<file path="src/rtl/ucnt_pkg.sv">
package ucnt_pkg;

   typedef enum logic [2:0] {
      M_FREQ   = 3'd0,
      M_PERIOD = 3'd1,
      M_RATIO  = 3'd2,
      M_TINT   = 3'd3,
      M_UNIT   = 3'd4,
      M_OSC    = 3'd5
   } meas_mode_t;

   typedef enum logic [1:0] {
      ST_ARM   = 2'd0,
      ST_RUN   = 2'd1,
      ST_STORE = 2'd2,
      ST_GAP   = 2'd3
   } win_state_t;

   function automatic int unsigned pow10(input int unsigned e);
      int unsigned r;
      r = 1;
      for (int unsigned i = 0; i < e; i++) r = r * 10;
      return r;
   endfunction

   function automatic meas_mode_t decode_mode(input logic [2:0] code);
      case (code)
         3'd1:    return M_PERIOD;
         3'd2:    return M_RATIO;
         3'd3:    return M_TINT;
         3'd4:    return M_UNIT;
         3'd5:    return M_OSC;
         default: return M_FREQ;
      endcase
   endfunction

endpackage

</file>
<file path="src/rtl/ucnt_prescale.sv">
module ucnt_prescale #(
   parameter int unsigned BASE_DIV = 10000
) (
   input  logic clk,
   input  logic rst_n,
   input  logic tb_tick,
   input  logic fine_sel,
   output logic gate_tick
);
   localparam int unsigned HI_DIV = BASE_DIV * 10;
   localparam int unsigned CW     = $clog2(HI_DIV);

   generate
      if (BASE_DIV < 2) begin : g_bad_div
         $error("ucnt_prescale: BASE_DIV must be at least 2");
      end
   endgenerate

   logic [CW-1:0] cnt;
   logic [CW-1:0] lim;

   assign lim = fine_sel ? CW'(BASE_DIV - 1) : CW'(HI_DIV - 1);

   always_ff @(posedge clk or negedge rst_n) begin
      if (!rst_n) begin
         cnt       <= '0;
         gate_tick <= 1'b0;
      end else begin
         gate_tick <= 1'b0;
         if (tb_tick) begin
            if (cnt >= lim) begin
               cnt       <= '0;
               gate_tick <= 1'b1;
            end else begin
               cnt <= cnt + 1'b1;
            end
         end
      end
   end

   // gate ticks are isolated single-cycle pulses
   a_r2_tick_single: assert property (@(posedge clk) disable iff (!rst_n)
      gate_tick |=> !gate_tick);

endmodule

</file>
<file path="src/rtl/ucnt_bcd_chain.sv">
module ucnt_bcd_chain #(
   parameter int unsigned DIGITS = 8
) (
   input  logic                clk,
   input  logic                rst_n,
   input  logic                clr,
   input  logic                inc,
   output logic [4*DIGITS-1:0] value,
   output logic                ovf
);
   generate
      if (DIGITS < 1) begin : g_bad_digits
         $error("ucnt_bcd_chain: DIGITS must be at least 1");
      end
   endgenerate

   logic [DIGITS:0] cy;
   assign cy[0] = inc;

   generate
      for (genvar g = 0; g < DIGITS; g++) begin : g_dec
         logic [3:0] d;
         assign cy[g+1] = cy[g] & (d == 4'd9);
         assign value[4*g +: 4] = d;

         always_ff @(posedge clk or negedge rst_n) begin
            if (!rst_n)     d <= '0;
            else if (clr)   d <= '0;
            else if (cy[g]) d <= (d == 4'd9) ? 4'd0 : d + 4'd1;
         end

         // every stored field stays a legal BCD digit
         a_r13_digit_bcd: assert property (@(posedge clk) disable iff (!rst_n)
            d <= 4'd9);
      end
   endgenerate

   always_ff @(posedge clk or negedge rst_n) begin
      if (!rst_n)          ovf <= 1'b0;
      else if (clr)        ovf <= 1'b0;
      else if (cy[DIGITS]) ovf <= 1'b1;
   end

   // overflow is sticky until the count is cleared
   a_r13_ovf_sticky: assert property (@(posedge clk) disable iff (!rst_n)
      (ovf && !clr) |=> ovf);

endmodule

</file>
<file path="src/rtl/ucnt_ref_div.sv">
module ucnt_ref_div
   import ucnt_pkg::*;
#(
   parameter int unsigned RANGES = 4
) (
   input  logic                      clk,
   input  logic                      rst_n,
   input  logic                      clr,
   input  logic                      ev,
   input  logic [$clog2(RANGES)-1:0] range_idx,
   output logic                      done
);
   localparam int unsigned MAXT = pow10(RANGES - 1);
   localparam int unsigned CW   = (MAXT > 1) ? $clog2(MAXT) : 1;

   logic [CW-1:0] term_tab [RANGES];
   logic [CW-1:0] cnt;
   logic [CW-1:0] term;

   generate
      for (genvar g = 0; g < RANGES; g++) begin : g_term
         assign term_tab[g] = CW'(pow10(g) - 1);
      end
   endgenerate

   assign term = term_tab[range_idx];
   assign done = ev && (cnt == term);

   always_ff @(posedge clk or negedge rst_n) begin
      if (!rst_n)   cnt <= '0;
      else if (clr) cnt <= '0;
      else if (ev)  cnt <= done ? '0 : cnt + 1'b1;
   end

   // the reference count never passes the largest terminal value
   a_r1_ref_bound: assert property (@(posedge clk) disable iff (!rst_n)
      cnt <= term_tab[RANGES-1]);

endmodule

</file>
<file path="src/rtl/ucnt_seq_top.sv">
module ucnt_seq_top
   import ucnt_pkg::*;
#(
   parameter int unsigned DIGITS    = 8,
   parameter int unsigned RANGES    = 4,
   parameter int unsigned BASE_DIV  = 10000,
   parameter int unsigned GAP_TICKS = 20
) (
   input  logic                      clk,
   input  logic                      rst_n,
   input  logic                      clr_meas,
   input  logic                      hold,
   input  logic                      tb_tick,
   input  logic                      tb_1mhz,
   input  logic                      sig_a,
   input  logic                      sig_b,
   input  logic [2:0]                mode_sel,
   input  logic [$clog2(RANGES)-1:0] range_sel,
   output logic [4*DIGITS-1:0]       disp_bcd,
   output logic                      store_stb,
   output logic                      ovf_flag,
   output logic                      meas_busy
);
   localparam int unsigned RW = $clog2(RANGES);
   localparam int unsigned GW = $clog2(GAP_TICKS + 1);

   generate
      if (RANGES < 2) begin : g_bad_ranges
         $error("ucnt_seq_top: RANGES must be at least 2");
      end
      if (GAP_TICKS < 1) begin : g_bad_gap
         $error("ucnt_seq_top: GAP_TICKS must be at least 1");
      end
   endgenerate

   // edge detection on the synchronised inputs
   logic a_q, b_q;
   logic fall_a, fall_b;
   always_ff @(posedge clk or negedge rst_n) begin
      if (!rst_n) begin
         a_q <= 1'b0;
         b_q <= 1'b0;
      end else begin
         a_q <= sig_a;
         b_q <= sig_b;
      end
   end
   assign fall_a = a_q & ~sig_a;
   assign fall_b = b_q & ~sig_b;

   // configuration tracking
   meas_mode_t md;
   logic       unit_m;
   logic [2:0] mode_q;
   logic [RW-1:0] range_q;
   logic [RW-1:0] range_idx;
   logic       chg;

   assign md     = decode_mode(mode_sel);
   assign unit_m = (md == M_UNIT);

   always_ff @(posedge clk or negedge rst_n) begin
      if (!rst_n) begin
         mode_q  <= '0;
         range_q <= '0;
      end else begin
         mode_q  <= mode_sel;
         range_q <= range_sel;
      end
   end

   assign chg = (decode_mode(mode_q) != md) || ((range_q != range_sel) && !unit_m);

   generate
      if ((2 ** RW) != RANGES) begin : g_clamp
         assign range_idx = (range_sel > RW'(RANGES - 1)) ? RW'(RANGES - 1) : range_sel;
      end else begin : g_direct
         assign range_idx = range_sel;
      end
   endgenerate

   // gate tick
   logic gate_tick;
   ucnt_prescale #(.BASE_DIV(BASE_DIV)) u_pre (
      .clk       (clk),
      .rst_n     (rst_n),
      .tb_tick   (tb_tick),
      .fine_sel  (tb_1mhz),
      .gate_tick (gate_tick)
   );

   // window state
   win_state_t state;
   logic       primed_a;
   logic       open_q;
   logic [GW-1:0] gap_cnt;

   logic start_ev, ref_ev, main_ev;
   always_comb begin
      start_ev = 1'b0;
      ref_ev   = 1'b0;
      main_ev  = 1'b0;
      case (md)
         M_FREQ: begin
            start_ev = gate_tick;
            ref_ev   = gate_tick;
            main_ev  = fall_a;
         end
         M_OSC: begin
            start_ev = gate_tick;
            ref_ev   = gate_tick;
            main_ev  = tb_tick;
         end
         M_PERIOD: begin
            start_ev = fall_a;
            ref_ev   = fall_a;
            main_ev  = tb_tick;
         end
         M_RATIO: begin
            start_ev = fall_b;
            ref_ev   = fall_b;
            main_ev  = fall_a;
         end
         M_TINT: begin
            start_ev = fall_b & primed_a;
            ref_ev   = fall_b & open_q;
            main_ev  = tb_tick & open_q;
         end
         default: begin
            main_ev  = fall_a;
         end
      endcase
   end

   logic abort;
   logic win_done;
   logic ref_clr;
   assign abort   = clr_meas | chg | (hold & ~unit_m);
   assign ref_clr = abort | (state != ST_RUN);

   ucnt_ref_div #(.RANGES(RANGES)) u_ref (
      .clk       (clk),
      .rst_n     (rst_n),
      .clr       (ref_clr),
      .ev        ((state == ST_RUN) & ref_ev),
      .range_idx (range_idx),
      .done      (win_done)
   );

   always_ff @(posedge clk or negedge rst_n) begin
      if (!rst_n) begin
         state    <= ST_ARM;
         primed_a <= 1'b0;
         open_q   <= 1'b0;
         gap_cnt  <= '0;
      end else if (abort) begin
         state    <= ST_ARM;
         primed_a <= 1'b0;
         open_q   <= 1'b0;
         gap_cnt  <= '0;
      end else begin
         case (state)
            ST_ARM: begin
               if ((md == M_TINT) && fall_a) primed_a <= 1'b1;
               if (!unit_m && start_ev) begin
                  state  <= ST_RUN;
                  open_q <= 1'b0;
               end
            end
            ST_RUN: begin
               if (fall_b && open_q)             open_q <= 1'b0;
               else if (fall_a && md == M_TINT)  open_q <= 1'b1;
               if (win_done) state <= ST_STORE;
            end
            ST_STORE: begin
               state   <= ST_GAP;
               gap_cnt <= '0;
               open_q  <= 1'b0;
            end
            default: begin
               if (gate_tick) begin
                  if (gap_cnt == GW'(GAP_TICKS - 1)) begin
                     state    <= ST_ARM;
                     primed_a <= 1'b0;
                  end else begin
                     gap_cnt <= gap_cnt + 1'b1;
                  end
               end
            end
         endcase
      end
   end

   // main counter
   logic [4*DIGITS-1:0] main_val;
   logic                main_ovf;
   logic                main_clr;
   logic                main_inc;

   assign main_clr = clr_meas | chg |
                     (~unit_m & (hold | (state == ST_ARM) | (state == ST_GAP)));
   assign main_inc = unit_m ? fall_a : ((state == ST_RUN) & main_ev);

   ucnt_bcd_chain #(.DIGITS(DIGITS)) u_main (
      .clk   (clk),
      .rst_n (rst_n),
      .clr   (main_clr),
      .inc   (main_inc),
      .value (main_val),
      .ovf   (main_ovf)
   );

   // display latch
   always_ff @(posedge clk or negedge rst_n) begin
      if (!rst_n) begin
         disp_bcd  <= '0;
         ovf_flag  <= 1'b0;
         store_stb <= 1'b0;
      end else if (clr_meas) begin
         disp_bcd  <= '0;
         ovf_flag  <= 1'b0;
         store_stb <= 1'b0;
      end else begin
         store_stb <= 1'b0;
         if (unit_m) begin
            if (!hold && !chg) begin
               disp_bcd <= main_val;
               ovf_flag <= main_ovf;
            end
         end else if ((state == ST_STORE) && !abort) begin
            disp_bcd  <= main_val;
            ovf_flag  <= main_ovf;
            store_stb <= 1'b1;
         end
      end
   end

   assign meas_busy = (state == ST_RUN);

   // strobe lasts one cycle
   a_r8_strobe_single: assert property (@(posedge clk) disable iff (!rst_n)
      store_stb |=> !store_stb);

   // unit mode never strobes
   a_r6_unit_no_store: assert property (@(posedge clk) disable iff (!rst_n)
      unit_m |=> !store_stb);

   // an abort never latches a result
   a_r9_abort_no_latch: assert property (@(posedge clk) disable iff (!rst_n)
      (chg && !unit_m && !clr_meas) |=> (!store_stb && $stable(disp_bcd)));

   // hold outside unit mode keeps the display and closes the window
   a_r10_hold_keeps: assert property (@(posedge clk) disable iff (!rst_n)
      (hold && !unit_m && !clr_meas) |=> ($stable(disp_bcd) && !meas_busy));

   // clear empties display and window
   a_r12_clear: assert property (@(posedge clk) disable iff (!rst_n)
      clr_meas |=> ((disp_bcd == '0) && !ovf_flag && !meas_busy));

   // no time-interval window opens before priming
   a_r5_needs_prime: assert property (@(posedge clk) disable iff (!rst_n)
      ((state == ST_ARM) && (md == M_TINT) && !primed_a) |=> !meas_busy);

endmodule

</file>
<file path="config.mk">
export PLATFORM = sky130hd
export DESIGN_NAME = ucnt_seq_top
export DESIGN_NICKNAME = d
export VERILOG_FILES = /design/src/rtl/ucnt_pkg.sv /design/src/rtl/ucnt_prescale.sv /design/src/rtl/ucnt_bcd_chain.sv /design/src/rtl/ucnt_ref_div.sv /design/src/rtl/ucnt_seq_top.sv
export SDC_FILE = /design/constraint.sdc
export NUM_CORES = 1
export LEC_CHECK = 0
export ABC_AREA = 0
export BUFFER_PORTS_ARGS = -buffer_cell sky130_fd_sc_hd__buf_2
export CORE_MARGIN = 5
export CORE_UTILIZATION = 40
export CTS_BUF_LIST = sky130_fd_sc_hd__clkbuf_8
export CTS_CLUSTER_DIAMETER = 60
export DETAILED_ROUTE_END_ITERATION = 8
export HOLD_SLACK_MARGIN = 0.05
export PLACE_DENSITY = 0.56
export SLEW_MARGIN = 20
export SYNTH_ARGS = -nofsm -noshare
export SYNTH_HDL_FRONTEND = slang
export SYNTH_SLANG_ARGS = --single-unit
</file>
<file path="constraint.sdc">
create_clock -name clk -period 3.45 [get_ports clk]
set_input_delay 1.035 -clock clk [delete_from_list [all_inputs] [get_ports clk]]
set_output_delay 1.035 -clock clk [all_outputs]
set_load 0.01 [all_outputs]
</file>
# Yosys cells after proc, flatten, opt, wreduce, memory -nomap -nowiden

Index checks and enable logic that the tools add are counted.

Flip-flop bits (word level): 111
Input bits: 13
Output and inout bits: 35

Add/sub/neg operators: 11
Order comparisons: 2
Equal/unequal tests: 39
Multiplexer cells: 72
Bitwise operators: 27
Reductions and logical operators: 40

Operator list:

| cell                                                                  | count |
|---|---|
| 32-bit two-way mux                                                    | 4 |
| 4-bit two-way mux                                                     | 24 |
| 10-bit two-way mux                                                    | 5 |
| 17-bit two-way mux                                                    | 2 |
| 4-bit by 1-bit adder with 4-bit output, second input constant         | 8 |
| 4-bit equality test, second input constant                            | 8 |
| 3-bit one-hot mux with 5 select lines                                 | 2 |
| 10-bit binary-select mux with 2-bit select                            | 1 |
| 2-bit nonzero test                                                    | 10 |
| 1-bit two-way mux                                                     | 19 |
| 3-bit by 2-bit equality test with 1-bit output, second input constant | 6 |
| 3-bit equality test, second input constant                            | 6 |
| 17-bit by 1-bit adder with 17-bit output, second input constant       | 1 |
| 1-bit bitwise AND                                                     | 17 |
| 17-bit >= comparator                                                  | 1 |
| 5-bit two-way mux                                                     | 3 |
| 3-bit nonzero test                                                    | 4 |
| 10-bit by 1-bit adder with 10-bit output, second input constant       | 1 |
| 10-bit equality test                                                  | 1 |
| 2-bit two-way mux                                                     | 5 |
| 5-bit one-hot mux with 2 select lines                                 | 1 |
| 5-bit nonzero test                                                    | 2 |
| 3-bit by 1-bit equality test with 1-bit output, second input constant | 3 |
| 1-bit one-hot mux with 4 select lines                                 | 2 |
| 28 further kinds                                                      | 55 |

# Logic depth before layout (Yosys ltp)

Depth after elaboration: 17
Depth in mapped cells: 11
Gate-level depth less buffers: 9

# Modules after synthesis

Synthesis repeated with hierarchy kept, for this count alone.

Cell total of the unflattened synthesis: 638
Area, all modules: 6361.1 sq um

By module, submodules not included:

| module         | times used | cells each | area an instance (sq um) | seq. area each (sq um) |
|---|---|---|---|---|
| ucnt_seq_top   | 1          | 223        | 2487.4                   | 1251.2 |
| ucnt_bcd_chain | 1          | 221        | 2040.7                   | 825.8 |
| ucnt_prescale  | 1          | 111        | 1123.6                   | 450.4 |
| ucnt_ref_div   | 1          | 83         | 709.4                    | 250.2 |

# Worst setup path after synthesis

OpenSTA, ideal clock, no wires.

Kind: input to register
Start point: input port mode_sel[1]
End point: register u_ref.cnt[9]
Library setup time: 0.110 ns
Arrival time: 3.182 ns
Data required time: 3.340 ns
Path slack: 0.158 ns
Stages on the path: 9
Buffers on the path: 1
Cells stage by stage: inv_1 > ha_1 > maj3_2 > or4_4 > o22ai_4 > nand4_4 > or2_0 > buf_6 > o41ai_1

Word-level cells in the longest chain between the ends: 10

RTL lines:

| what                                                                       | line                                    | text |
|---|---|---|
| start: declaration                                                         | ucnt_seq_top.sv:17                      | `input logic [2:0] mode_sel,` |
| 3-bit equality test, or another cell as far along                          | ucnt_pkg.sv:27                          | `case (code)` |
| 3-bit one-hot mux with 5 select lines (*)                                  | ucnt_pkg.sv:27                          |  |
| 3-bit equality test, or another cell as far along                          | ucnt_seq_top.sv:103                     | `case (md)` |
| 2-bit OR reduction (no source line) or 1-bit zero test (tied branches)     | -                                       |  |
| 1-bit one-hot mux with 4 select lines or 1-bit logical AND (tied branches) | ucnt_seq_top.sv:103, ucnt_seq_top.sv:72 |  |
| 1-bit bitwise AND or 1-bit logical OR (tied branches)                      | ucnt_seq_top.sv:145, ucnt_seq_top.sv:72 |  |
| 1-bit logical AND or 1-bit bitwise OR (tied branches)                      | ucnt_ref_div.sv:27, ucnt_seq_top.sv:138 |  |
| 10-bit two-way mux or 1-bit bitwise OR (tied branches)                     | ucnt_ref_div.sv:32, ucnt_seq_top.sv:138 |  |
| 10-bit two-way mux or 1-bit bitwise OR (tied branches)                     | ucnt_ref_div.sv:32, ucnt_seq_top.sv:139 |  |
| 10-bit two-way mux or 2-bit nonzero test (tied branches)                   | -                                       |  |
| end signal: assignment                                                     | ucnt_ref_div.sv:32                      | `else if (ev) cnt <= done ? '0 : cnt + 1'b1;` |
| end: declaration                                                           | ucnt_ref_div.sv:17                      | `logic [CW-1:0] cnt;` |

Mark *: on every way between the ends. The rest lies on a longest branch, timed or not. The select of a mux whose other input is x is not followed.
A chain may end at the register's enable or synchronous reset.

# Final worst setup path

Start point: input port mode_sel[1]
End point: register state[0]

Word-level cells in the longest chain between the ends: 10

RTL lines:

| what                                                                                          | line                | text |
|---|---|---|
| 3-bit equality test, or another cell as far along                                             | ucnt_pkg.sv:27      |  |
| 3-bit one-hot mux with 5 select lines (*)                                                     | ucnt_pkg.sv:27      |  |
| parallel branches: the longest is 8 deep, another holds 1-bit one-hot mux with 4 select lines | -                   |  |
| end signal: assignment                                                                        | ucnt_seq_top.sv:152 | `state <= ST_ARM;` |
| end signal: assignment                                                                        | ucnt_seq_top.sv:157 | `state <= ST_ARM;` |
| end signal: assignment                                                                        | ucnt_seq_top.sv:166 | `state <= ST_RUN;` |
| end: declaration                                                                              | ucnt_seq_top.sv:93  | `win_state_t state;` |

Every way passes the cells marked *.

==> flow_metrics.env <==
export IMPL_syn2layout_area_growth_pct=13.82
export IMPL_drv_cap=0
export IMPL_cts_setup_buffers=0
export IMPL_synth_most_common_cell="dfrtp_1"
export IMPL_setup_viol=0
export IMPL_drive_gt1_share_pct=14.91
export IMPL_status="complete, no violations"
export IMPL_p_leak_nw=3.044
export IMPL_ys_types=66
export IMPL_worst_hold_path_num_cells=2
export IMPL_period_minus_slack_ns=3.137
export IMPL_start_util_pct=40.45
export IMPL_wl_mm=13.06
export IMPL_postSynthAreaPerCell_um2=9.178
export IMPL_post_cts_resized=0
export IMPL_synth_area_top_cells="dfrtp_1, ha_1, nand2_1"
export IMPL_cts_tree="built"
export IMPL_gp_congestion=0.8318
export IMPL_antennaDiodeCount=0
export IMPL_path_clk_slew_ns=0.10
export IMPL_cts_buffers=9
export IMPL_ys_async_sr_fraction_pct=100.0
export IMPL_rsz0062_at_grt="no"
export IMPL_final_core_util_pct=46.04
export IMPL_fp_row_count=45
export IMPL_grt_first_pass_wirelength_mm=22.67
export IMPL_ant_nets=0
export IMPL_synth_nets=710
export IMPL_finClkSkew_ns=0.009271
export IMPL_cp_max_fo=8
export IMPL_tightest_slew_ns=0.5465
export IMPL_syn_cell_area_um2=6103
export IMPL_fin_hold_ws_ns=0.4824
export IMPL_cts_root_buf="clkbuf_8"
export IMPL_synth_top_area_share_pct=45.51
export IMPL_die_w_um=133.5
export IMPL_drt_iter0_drc=294
export IMPL_first_pass_iters=5
export IMPL_dieArea_um2=17830
export IMPL_timing_final_crit_share_pct=90.93
export IMPL_relSlewSlack_pct=63.57
export IMPL_fp_dieH_um=133.5
export IMPL_hold_viol_final=0
export IMPL_critPathLaunchType="input port"
export IMPL_overflow=0
export IMPL_htree_levels=3
export IMPL_hold_buffers=0
export IMPL_yosysWarnings=0
export IMPL_power_mw=2.479
export IMPL_grt_pass1_vias=4745
export IMPL_final_nets=772
export IMPL_ys_seq_area_share_pct=45.51
export IMPL_timing_fmax_mhz=318.8
export IMPL_yosys_area_top_type="dfrtp_1"
export IMPL_crit_required_ns=3.74
export IMPL_io_pins=48
export IMPL_synthCells=665
export IMPL_final_setup_tns_ns=0
export IMPL_ys_ff_latch=111
export IMPL_cts_buffer_depth=2
export IMPL_vias=4890
export IMPL_grtUsageTotal_pct=15.31
export IMPL_critPathCaptureType="register"
export IMPL_clock_latency_ns=0.39
export IMPL_cp_arrival_ns=3.42
export IMPL_post_route_drc_count=0
export IMPL_vias_per_cell=5.321
export IMPL_grt_max_degree=59
export IMPL_ys_flop_type="dfrtp_1"
export IMPL_drv_slew=0
export IMPL_port_buffer_count=47
export IMPL_hold_path_class="register to register"
export IMPL_critPathKind="input port to register"
export IMPL_dp_hpwl_mm=9.513
export IMPL_core_area_um2=15090
export IMPL_reg2regPathDepth=9
export IMPL_wl_per_cell_um=14.22
export IMPL_fill_cells=1472
export IMPL_synth_commonest_cells="dfrtp_1, nand2_1, o21ai_0"
export IMPL_power_density_nw_per_um2=356.9
export IMPL_synth_edff_count=0
export IMPL_clock_sinks=111
export IMPL_antenna_found_initial=0
export IMPL_ir_worst_vdd_mv=0.1892
==> layout make-up <==
class / count / area (um2) / share of cell area, %
clock inverters: 5 / 82.58 / 1.189
multi-input cells: 502 / 3124 / 44.97
clock buffers: 10 / 137.6 / 1.981
well taps: 188 / 235.2 / 3.386
inverters: 25 / 93.84 / 1.351
flip-flops and latches: 111 / 2778 / 39.99
repair buffers: 78 / 495.5 / 7.133
==> cell families (layout without fill, tap and decap cells) <==
logic type      Yosys count  in the layout  synth area share, %
flops                   111            111                45.51
compound gates          143            143                14.58
fa+ha+maj                34             34                6.908
mux                       4              4               0.6560
buf+inv                  52            118                3.546
xor+xnor                 21             21                3.014
simple gates            300            300                25.79
==> final timing paths <==
path	from	to	slack, ns
hold reg to reg	disp_bcd[6]	disp_bcd[6]	0.48
max in group asynchronous	rst_n	u_main.g_dec[4].d[0]	2.08
min in group asynchronous	rst_n	disp_bcd[30]	0.62
setup reg to reg	mode_q[1]	state[0]	0.77
setup / recovery	mode_sel[1]	state[0]	0.31
hold / removal	disp_bcd[6]	disp_bcd[6]	0.48
==> stage by stage <==
step | instance area, um2 | setup slack [ns] | std cells
3_5_place_dp | 6726 | -0.07234 | 904
6_report | 6947 | 0.3130 | 919
5_1_grt | 6947 | 0.1211 | 919
2_1_floorplan | 6103 | 0.1575 | 665
4_1_cts | 6947 | 0.3437 | 919
3_3_place_gp | 6726 | -0.03129 | 904
==> registers in the layout (all words and copies together), names as in the netlist, 2 cells and up <==
name and count:
u_pre.cnt 17, u_ref.cnt 10, mode_q 3, gap_cnt 5
disp_bcd 32, range_q 2, state 2, u_main.g_dec.d 32
==> cells in the final DEF (no fill, tap or decap), types with 8 or more instances in the layout <==
| cell type | Yosys | layout |
|---|---|---|
| xor2_1 | 13 | 13 |
| or3_1 | 19 | 19 |
| nand2b_1 | 43 | 43 |
| buf_4 | 0 | 30 |
| nor2b_1 | 10 | 10 |
| dfrtp_1 | 111 | 111 |
| nand2_1 | 85 | 85 |
| and3_1 | 8 | 8 |
| o21ai_0 | 63 | 63 |
| ha_1 | 32 | 32 |
| nand3_1 | 23 | 23 |
| clkbuf_8 | 0 | 10 |
| nand4_1 | 8 | 8 |
| nor2_1 | 54 | 54 |
| nor3_1 | 14 | 14 |
| a21oi_1 | 36 | 36 |
| buf_2 | 5 | 46 |
| o31ai_1 | 11 | 11 |
| inv_1 | 25 | 25 |
| xnor2_1 | 8 | 8 |
==> layer usage <==
| layer | wire length, um | track usage (%) | vias up |
|---|---|---|---|
| li1 | - | - | 2441 |
| met1 | 6287 | 20.60 | 2361 |
| met2 | 6169 | 25.23 | 74 |
| met3 | 400 | 2.266 | 14 |
| met4 | 207 | 5.429 | 0 |
| met5 | 0 | 0 | - |
==> where the power goes <==
group	internal (mW)	leakage (nW)	switching (mW)	total [mW]
clock network	0.426	0.112	0.444	0.871
logic	0.0958	1.41	0.137	0.232
registers	1.33	1.53	0.0414	1.38
==> critical path: stages <==
cell	delay [ns]
buf_2	0.09
inv_1	0.04
ha_1	0.29
maj3_2	0.39
or3_1	0.40
a21oi_1	0.14
o21ai_0	0.11
and4_4	0.21
buf_4	0.13
or3_1	0.36
o32ai_1	0.23
Power figures use the tool's default switching activity.
